## config.mk

```make
export PLATFORM = sky130hd
export DESIGN_NAME = shadow_tag_dir
export DESIGN_NICKNAME = d
export VERILOG_FILES = /design/src/rtl/shadow_dir_pkg.sv /design/src/rtl/tag_cam.sv /design/src/rtl/inv_sequencer.sv /design/src/rtl/shadow_tag_dir.sv
export SDC_FILE = /design/constraint.sdc
export NUM_CORES = 2
export LEC_CHECK = 0
export CORE_MARGIN = 1.5
export CORE_UTILIZATION = 55
export CTS_CLUSTER_SIZE = 25
export DETAILED_ROUTE_END_ITERATION = 8
export DONT_BUFFER_PORTS = 1
export PLACE_DENSITY = 0.77
export SYNTH_ARGS = -nofsm -noshare
export SYNTH_HDL_FRONTEND = slang
export SYNTH_SLANG_ARGS = --single-unit
export TNS_END_PERCENT = 5
```

## constraint.sdc

```tcl
create_clock -name clk -period 9.8 [get_ports clk]
set_clock_uncertainty 0.1 [all_clocks]
set_input_delay 1.47 -clock clk [delete_from_list [all_inputs] [get_ports clk]]
set_output_delay 1.47 -clock clk [all_outputs]
set_load 0.005 [all_outputs]
```

## src/rtl/shadow_dir_pkg.sv

```systemverilog
package shadow_dir_pkg;
  localparam logic [2:0] OP_FILL     = 3'd0;
  localparam logic [2:0] OP_L1_EVICT = 3'd1;
  localparam logic [2:0] OP_READ     = 3'd2;
  localparam logic [2:0] OP_WRITE    = 3'd3;
  localparam logic [2:0] OP_L2_EVICT = 3'd4;
endpackage

```

## src/rtl/tag_cam.sv

```systemverilog
module tag_cam #(
  parameter int ENTRIES = 16,
  parameter int TAG_W   = 10
) (
  input  logic             clk,
  input  logic             rst_n,
  input  logic [TAG_W-1:0] look_tag,
  output logic             look_hit,
  input  logic             fill_en,
  input  logic             clr_en,
  input  logic [TAG_W-1:0] clr_tag,
  output logic             fill_drop
);
  localparam int IDX_W = (ENTRIES > 1) ? $clog2(ENTRIES) : 1;

  logic [TAG_W-1:0]   tag_q [ENTRIES];
  logic [ENTRIES-1:0] vld_q;
  logic [ENTRIES-1:0] hit_vec;
  logic [ENTRIES-1:0] clr_vec;
  logic               free_found;
  logic [IDX_W-1:0]   free_idx;
  logic               do_write;

  always_comb begin
    free_found = 1'b0;
    free_idx   = '0;
    for (int i = 0; i < ENTRIES; i++) begin
      hit_vec[i] = vld_q[i] && (tag_q[i] == look_tag);
      clr_vec[i] = vld_q[i] && (tag_q[i] == clr_tag);
      if (!vld_q[i] && !free_found) begin
        free_found = 1'b1;
        free_idx   = IDX_W'(i);
      end
    end
  end

  assign look_hit  = |hit_vec;
  assign do_write  = fill_en && !look_hit && free_found;
  assign fill_drop = fill_en && !look_hit && !free_found;

  always_ff @(posedge clk or negedge rst_n) begin
    if (!rst_n) begin
      vld_q <= '0;
    end else begin
      if (clr_en)   vld_q <= vld_q & ~clr_vec;
      if (do_write) vld_q[free_idx] <= 1'b1;
    end
  end

  always_ff @(posedge clk) begin
    if (do_write) tag_q[free_idx] <= look_tag;
  end
endmodule

```

## src/rtl/inv_sequencer.sv

```systemverilog
module inv_sequencer #(
  parameter int N_CORES = 8,
  localparam int CORE_W = (N_CORES > 1) ? $clog2(N_CORES) : 1
) (
  input  logic               clk,
  input  logic               rst_n,
  input  logic               load,
  input  logic [N_CORES-1:0] load_mask,
  output logic               busy,
  output logic [CORE_W-1:0]  cur_idx,
  output logic [N_CORES-1:0] cur_onehot
);
  logic [N_CORES-1:0] pending_q;

  assign busy       = |pending_q;
  assign cur_onehot = pending_q & (~pending_q + N_CORES'(1));

  always_comb begin
    cur_idx = '0;
    for (int i = N_CORES - 1; i >= 0; i--) begin
      if (pending_q[i]) cur_idx = CORE_W'(i);
    end
  end

  always_ff @(posedge clk or negedge rst_n) begin
    if (!rst_n)    pending_q <= '0;
    else if (load) pending_q <= load_mask;
    else if (busy) pending_q <= pending_q & ~cur_onehot;
  end
endmodule

```

## src/rtl/shadow_tag_dir.sv

```systemverilog
module shadow_tag_dir
  import shadow_dir_pkg::*;
#(
  parameter int N_CORES          = 8,
  parameter int ENTRIES_PER_CORE = 16,
  parameter int LINE_W           = 12,
  parameter int BANK_W           = 2,
  localparam int TAG_W           = LINE_W - BANK_W,
  localparam int CORE_W          = (N_CORES > 1) ? $clog2(N_CORES) : 1
) (
  input  logic               clk,
  input  logic               rst_n,
  input  logic               req_valid,
  output logic               req_ready,
  input  logic [2:0]         req_op,
  input  logic [CORE_W-1:0]  req_core,
  input  logic [LINE_W-1:0]  req_line,
  output logic               rsp_valid,
  output logic [N_CORES-1:0] rsp_sharers,
  output logic               inv_valid,
  output logic [CORE_W-1:0]  inv_core,
  output logic [TAG_W-1:0]   inv_tag,
  output logic               overflow
);
  logic               accept;
  logic [TAG_W-1:0]   req_tag;
  logic [TAG_W-1:0]   wtag_q;
  logic [TAG_W-1:0]   clr_tag;
  logic [N_CORES-1:0] hit_v;
  logic [N_CORES-1:0] drop_v;
  logic [N_CORES-1:0] req_onehot;
  logic [N_CORES-1:0] others;
  logic               seq_busy;
  logic [N_CORES-1:0] seq_onehot;
  logic [CORE_W-1:0]  seq_idx;
  logic               is_lookup;
  logic               is_write;
  logic               rsp_valid_q;
  logic [N_CORES-1:0] rsp_sharers_q;
  logic               ovf_q;

  assign req_ready  = !seq_busy;
  assign accept     = req_valid && req_ready;
  assign req_tag    = req_line[LINE_W-1:BANK_W];
  assign req_onehot = N_CORES'(1) << req_core;
  assign is_write   = (req_op == OP_WRITE);
  assign is_lookup  = (req_op == OP_READ) || is_write;
  assign others     = hit_v & ~req_onehot;
  assign clr_tag    = seq_busy ? wtag_q : req_tag;

  for (genvar g = 0; g < N_CORES; g++) begin : g_core
    logic mine;
    logic fill_en;
    logic clr_en;
    assign mine    = accept && (req_core == CORE_W'(g));
    assign fill_en = mine && (req_op == OP_FILL);
    assign clr_en  = (mine && (req_op == OP_L1_EVICT)) ||
                     (seq_busy && seq_onehot[g]);
    tag_cam #(
      .ENTRIES (ENTRIES_PER_CORE),
      .TAG_W   (TAG_W)
    ) u_cam (
      .clk       (clk),
      .rst_n     (rst_n),
      .look_tag  (req_tag),
      .look_hit  (hit_v[g]),
      .fill_en   (fill_en),
      .clr_en    (clr_en),
      .clr_tag   (clr_tag),
      .fill_drop (drop_v[g])
    );
  end

  inv_sequencer #(.N_CORES(N_CORES)) u_seq (
    .clk        (clk),
    .rst_n      (rst_n),
    .load       (accept && is_write),
    .load_mask  (others),
    .busy       (seq_busy),
    .cur_idx    (seq_idx),
    .cur_onehot (seq_onehot)
  );

  always_ff @(posedge clk or negedge rst_n) begin
    if (!rst_n) begin
      rsp_valid_q   <= 1'b0;
      rsp_sharers_q <= '0;
      wtag_q        <= '0;
      ovf_q         <= 1'b0;
    end else begin
      rsp_valid_q <= accept && is_lookup;
      if (accept && is_lookup) rsp_sharers_q <= is_write ? others : hit_v;
      if (accept && is_write)  wtag_q <= req_tag;
      if (|drop_v)             ovf_q <= 1'b1;
    end
  end

  assign rsp_valid   = rsp_valid_q;
  assign rsp_sharers = rsp_sharers_q;
  assign inv_valid   = seq_busy;
  assign inv_core    = seq_idx;
  assign inv_tag     = wtag_q;
  assign overflow    = ovf_q;
endmodule

```

== Word-level counts from Yosys, hierarchy flattened ==
Memory sizes are Yosys's and may differ from the RTL's.
Cells that the tools add are included.
Cells by class
  shift-type cells: 1
  reductions and logical operators: 714
  equality and inequality tests: 266
  $add $sub $neg: 1
  mux-type cells: 308
  $lt $le $gt $ge: 16
  divide/modulo/power cells: 0
  multiply operators: 0
  bitwise logic cells: 30
Operators by type and width (number)
  10-bit equality test: 256
  4-bit two-way mux: 112
  1-bit logical AND: 443
  16-bit two-way mux: 16
  1-bit logical NOT: 249
  1-bit two-way mux: 160
  16-bit AND: 8
  16-bit inverter: 8
  16-bit bitwise OR: 8
  16-bit OR reduction: 8
  4-bit by 5-bit < comparator with 1-bit output, second input constant: 8
  1-bit demux with 4-bit select: 8
  4-bit by 1-bit >= comparator with 1-bit output, second input constant: 8
  8-bit AND: 3
  3-bit two-way mux: 8
  8-bit two-way mux: 3
  8-bit inverter: 3
  8-bit OR reduction: 2
  3-bit by 2-bit equality test with 1-bit output, second input constant: 4
  3-bit equality test, second input constant: 4
  10-bit two-way mux: 1
  1-bit logical OR: 9
  8-bit by 1-bit adder with 8-bit output, second input constant: 1
  1-bit by 3-bit << shifter with 8-bit output, first input constant: 1
  other kinds (3): 5
Storage, ports and cells
  bits in latches: 0
  memories kept: 8
  ROM bits: 0
  memory bits (writable): 1280
  bits in registers: 156
Memories
  g_core[0].u_cam.tag_q: depth 16, bits a word 10, rd ports 16, clocked after memory_dff 0, write ports 1, line tag_cam.sv:16  | logic [TAG_W-1:0] tag_q [ENTRIES];
  g_core[1].u_cam.tag_q: depth 16, bits a word 10, rd ports 16, clocked after memory_dff 0, write ports 1, line tag_cam.sv:16
  g_core[2].u_cam.tag_q: depth 16, bits a word 10, rd ports 16, clocked after memory_dff 0, write ports 1, line tag_cam.sv:16
  g_core[3].u_cam.tag_q: depth 16, bits a word 10, rd ports 16, clocked after memory_dff 0, write ports 1, line tag_cam.sv:16
  g_core[4].u_cam.tag_q: depth 16, bits a word 10, rd ports 16, clocked after memory_dff 0, write ports 1, line tag_cam.sv:16
  g_core[5].u_cam.tag_q: depth 16, bits a word 10, rd ports 16, clocked after memory_dff 0, write ports 1, line tag_cam.sv:16
  2 more memories

== Longest topological paths before layout ==
  depth after elaboration: 51
  mapped depth: 14

== Modules after synthesis ==
A second synthesis with hierarchy kept.
Second synthesis, totals
  cells, all modules: 6142
  area total of the unflattened synthesis: 78103.7 µm²
Modules (own cells, without submodules)
  tag_cam at g_core[1].u_cam ...: area an instance 9562.9 µm², times used 7, cells each 745
  tag_cam at g_core[0].u_cam: area an instance 9477.8 µm², times used 1, cells each 748
  shadow_tag_dir: area an instance 1216.2 µm², times used 1, cells each 123
  inv_sequencer: area an instance 469.2 µm², times used 1, cells each 56

== Worst setup path before layout ==
OpenSTA, ideal clock, no wires.
  kind: input -> register
  from: input req_line[5]
  to: memory g_core[1].u_cam.tag_q[12][0], enable pin
  buffers on the path: 3
  stages: 10
  path slack: 4.819 ns
  setup time: 0.411 ns
  arrival time: 4.470 ns
  cell sequence: buf_2 > buf_4 > xnor2_1 > nand4_1 > nor3_1 > or4_1 > or3_1 > or3_1 > clkbuf_1 > nor4b_1
Between the ends
  longest elaborated chain between the ends: 8
RTL lines
  from (decl): line shadow_tag_dir.sv:17  | input logic [LINE_W-1:0] req_line,
  10-bit equality test: line tag_cam.sv:28  | hit_vec[i] = vld_q[i] && (tag_q[i] == look_tag);
  1-bit logical AND: line tag_cam.sv:28
  16-bit OR reduction (*): line tag_cam.sv:37  | assign look_hit = |hit_vec;
  1-bit logical NOT (*): line tag_cam.sv:38  | assign do_write = fill_en && !look_hit && free_found;
  1-bit logical AND (*) (2 in series): line tag_cam.sv:38
  1-bit two-way mux (*): line tag_cam.sv:51  | if (do_write) tag_q[free_idx] <= look_tag;
  1-bit two-way mux (not written as such) (*): line tag_cam.sv:51
  to (decl): line tag_cam.sv:16
Mark *: on every way between the ends. The rest lies on a longest branch, timed or not.

== Worst setup path in the final report ==
  from: input req_line[3]
  to: memory g_core[6].u_cam.tag_q[1][3], enable pin
Between the ends
  longest elaborated chain between the ends: 8
RTL lines (line)
  10-bit equality test: tag_cam.sv:28
  1-bit logical AND: tag_cam.sv:28
  16-bit OR reduction (*): tag_cam.sv:37
  1-bit logical NOT (*): tag_cam.sv:38
  1-bit logical AND (*) (2 in series): tag_cam.sv:38
  1-bit two-way mux (*): tag_cam.sv:51
  1-bit two-way mux (not written as such) (*): tag_cam.sv:51
  to (decl): tag_cam.sv:16
Marks and branches as above.

==> summary.txt <==
Layout
  • Fill cells: 10500
  • Ratio of cells with drive above 1 in the final layout: 0.0509
  • Design area: 0.0829 mm^2
  • Final core occ: 0.595
  • Nets: 5989
  • Area Overhead vs Synth: 7.35%

Worst setup path
  • Critical path arrival: 6.13 ns
  • R2R cell count: 10
  • Critical path's most frequent cell: nor3_1
  • Critical path's slowest cell: nor2_1
  • Worst r2r dst: g_core[2].u_cam.tag_q[12][6]$_DFFE_PP_
  • Flop2flop setup slack: 4.47 ns
  • Setup crit end kind: flop
  • CP Data Required Time: 10.10 ns
  • Top delay family on crit path: simple AND/OR/NAND/NOR gates
  • CP max FO: 258
  • Worst setup SP type: input port
  • Setup CP Type: in -> reg
  • Crit Reg-Reg Startpoint: u_seq.pending_q[3]$_DFFE_PN0P_
  • Worst path bufs/invs: 0
  • Crit path largest cell delay: 0.82 ns
  • Crit-path cells: xnor2_1 -> nand3_1 -> nor3_1 -> or4_1 -> or3_1 -> nor3_1 -> o211ai_1 -> nor2_1

Yosys
  • Area of the mapped netlist: 0.0772 mm^2
  • Register area share after synthesis: 0.548
  • Syn Inst Count: 6085
  • Yosys warns: 0
  • Top FF cell, synth: edfxtp_1
  • Mapped Nets: 6106
  • Post-synth EDFFs: 1280
  • Avg Inst Size Synth: 12.7 um^2
  • Seq cells post-synth: 1436
  • Synth unique cells: 68
  • Post-synth ARST share: 0.109

CTS
  • Root buffer cell: clkbuf_16
  • CTS tree: built
  • Worst-Skew Late Latency: 0.80 ns
  • # Post-CTS Setup Buffers: 0
  • Deepest clock path buffer count: 3
  • CTS Hold Buffers Added: 0
  • Post-CTS Resized: 0
  • Clk sink count: 1436
  • Num CTS Buffers: 148
  • Max H-tree Level: 4
  • CTS clock-pin slew for the worst setup and hold paths: 0.06 ns

Timing
  • Setup TNS: 0 ns
  • Maximum clock rate: 172 MHz
  • Worst-Margin Slew: 2.30 ns
  • Final Hold Vio Count: 0
  • Slew HR: -0.532
  • Final slew viol count: 141
  • Final min period: 5.83 ns
  • RSZ-0062 raised after global routing: no
  • Setup violators final: 0
  • Fin crit share: 0.594
  • Fin worst setup slack: 3.97 ns

Floorplan
  • Die width: 378 um
  • Core area: 0.139 mm^2
  • Die area: 0.143 mm^2
  • Row count: 137
  • Initial Util: 0.554
  • Die H: 378 um
  • Top-level I/O count: 46

Power
  • VDD IR-drop max: 0.159 mV
  • Power Density: 158 mW/mm^2
  • Pleak: 25.8 nW

Routing
  • Starting DRC count in detailed routing: 4756
  • DRC: 0
  • Final ANT Viol Nets: 0
  • WL/cell: 23.8 um
  • Drt total wl: 190000 um
  • Vias post-DR: 48000
  • DR vias/cell: 6.03
  • DRT Pass-1 Iters: 5

Run status
  • Failing checks: max-capacitance violations, max-slew violations
  • Status: finished with violations

Place
  • DP Area: 0.0781 mm^2
  • DP Worst Slack: 4.26 ns
  • DP HPWL: 95400 um
  • Routability congestion estimate: 0.854
  • Buffers on Ports: 0

Global route
  • Number of global-route vias before repair: 49100
  • Total gr overflow: 0
  • Initial antenna violation count: 2
  • First-pass GRT wire length: 290000 um
  • Largest net degree at the start of global routing: 259
  • Total GRT Usage: 0.266

Min path
  • Hold crit path type: in -> async

Job
  • Number of max-cap violations: 1
[per-stage QoR]
stage	total power [mW]	hold WS, ns	std cells
2_1_floorplan	7.59	0.363	6085
5_1_grt	13.4	0.256	7966
3_5_place_dp	7.61	0.407	7694
6_report	13.1	0.278	7967
3_3_place_gp	7.59	0.402	7694
4_1_cts	13.1	0.239	7964
[synth_stat cells, types with 4 or more instances]
library cell | n | share of area
mux2i_1 | 10 | 0.0013
nor2_1 | 120 | 0.0058
a21oi_1 | 18 | 0.0012
a21o_1 | 33 | 0.0032
and2_1 | 26 | 0.0021
xor2_1 | 932 | 0.11
buf_6 | 26 | 0.0038
o22ai_1 | 23 | 0.0019
a32o_1 | 8 | 0.0010
buf_2 | 100 | 0.0065
nand2b_1 | 17 | 0.0014
nor2b_1 | 9 | 0.00073
or3_1 | 13 | 0.0011
o211ai_1 | 12 | 0.0012
xnor2_1 | 1628 | 0.18
nand2_1 | 96 | 0.0047
dfrtp_1 | 156 | 0.051
and3_1 | 17 | 0.0014
a21boi_0 | 9 | 0.00087
o31ai_1 | 76 | 0.0074
clkbuf_1 | 18 | 0.00087
edfxtp_1 | 1280 | 0.50
inv_1 | 37 | 0.0018
nand3_1 | 259 | 0.017
o32a_1 | 5 | 0.00065
nor4_1 | 137 | 0.011
buf_4 | 168 | 0.016
buf_1 | 6 | 0.00029
a31oi_1 | 10 | 0.00081
nand3b_1 | 4 | 0.00039
o21ai_1 | 14 | 0.00091
o21ai_0 | 81 | 0.0053
nor3_1 | 180 | 0.012
o32ai_1 | 4 | 0.00045
nand4_1 | 439 | 0.036
mux2_2 | 11 | 0.0016
a22o_1 | 15 | 0.0017
nor3b_1 | 8 | 0.00078
or4_1 | 27 | 0.0026
a211oi_1 | 6 | 0.00058
[worst max-delay path by stage]
stage,start,depth (start not counted),endpoint
final,req_line[3],8,g_core[6].u_cam.tag_q[1][3]$_DFFE_PP_
after detailed placement,req_valid,7,g_core[2].u_cam.tag_q[12][1]$_DFFE_PP_
after global placement,req_valid,7,g_core[2].u_cam.tag_q[12][6]$_DFFE_PP_
after floorplan,req_line[5],10,g_core[1].u_cam.tag_q[12][0]$_DFFE_PP_
after CTS,u_seq.pending_q[3]$_DFFE_PN0P_,10,g_core[2].u_cam.tag_q[12][1]$_DFFE_PP_
after global routing,u_seq.pending_q[3]$_DFFE_PN0P_,10,g_core[2].u_cam.tag_q[12][1]$_DFFE_PP_
[layer usage]
layer / up-vias / global-route usage / wire, um
met5: - / 0 / 0
met4: 0 / 0.0913 / 5280
met3: 373 / 0.0508 / 16200
met2: 2106 / 0.424 / 87900
met1: 24100 / 0.366 / 80600
li1: 21500 / - / -
[state kept, by name, summed over array words and instances (netlist names)]
register	cells
g_core.u_cam.tag_q	1280
g_core.u_cam.vld_q	128
inv_tag	10
overflow	1
rsp_sharers	8
rsp_valid	1
u_seq.pending_q	8
[worst reg2reg max path: stages, from the launching register on]
cell and delay, ns:
dfrtp_1 0.47, or4_4 0.61, nor3_4 0.23, nand2_2 0.08, buf_4 0.26, nor4b_4 0.77, buf_4 0.32, nand2_1 0.14
nor3_1 0.47, nand3_1 0.41, nor3_1 1.08
[power breakdown]
| part | leakage (nW) | internal [mW] | switching (mW) |
|---|---|---|---|
| Combinational | 9.92 | 0.347 | 0.427 |
| Sequential | 13.5 | 6.69 | 0.0345 |
| Clock | 2.37 | 3.25 | 2.34 |
[cells by family (layout without fill, tap and decap cells)]
group                  count (synthesis)  count (layout)  synth area share
AO/OA/AOI/OAI                        339             339            0.0298
multiplexers                          21              21           0.00290
XOR/XNOR                            2560            2560             0.290
other                                  0               3                 0
AND/OR/NAND/NOR                     1374            1374            0.0989
buffers and inverters                355             358            0.0296
flip-flops                          1436            1436             0.548
[placed cells by master (no fill, tap or decap), types with 120 or more instances in the layout]
cell type | synthesis | layout
nor2_1 | 120 | 120
edfxtp_1 | 1280 | 1280
xnor2_1 | 1628 | 1628
nand3_1 | 259 | 259
clkbuf_16 | 0 | 154
dfrtp_1 | 156 | 156
nor3_1 | 180 | 180
xor2_1 | 932 | 932
nand4_1 | 439 | 439
nor4_1 | 137 | 129
[final cells by class]
type | instances | area (um^2) | area share
Sequential cell | 1436 | 42300 | 0.511
Multi-Input combinational cell | 4294 | 32800 | 0.395
Clock buffer | 208 | 4250 | 0.0512
Tap cell | 1876 | 2350 | 0.0283
Clock inverter | 62 | 544 | 0.00657
Timing Repair Buffer | 51 | 483 | 0.00583
Inverter | 37 | 139 | 0.00168
Antenna cell | 3 | 7.51 | 0.0000906
Note: power is estimated with default switching activity, not from simulation.
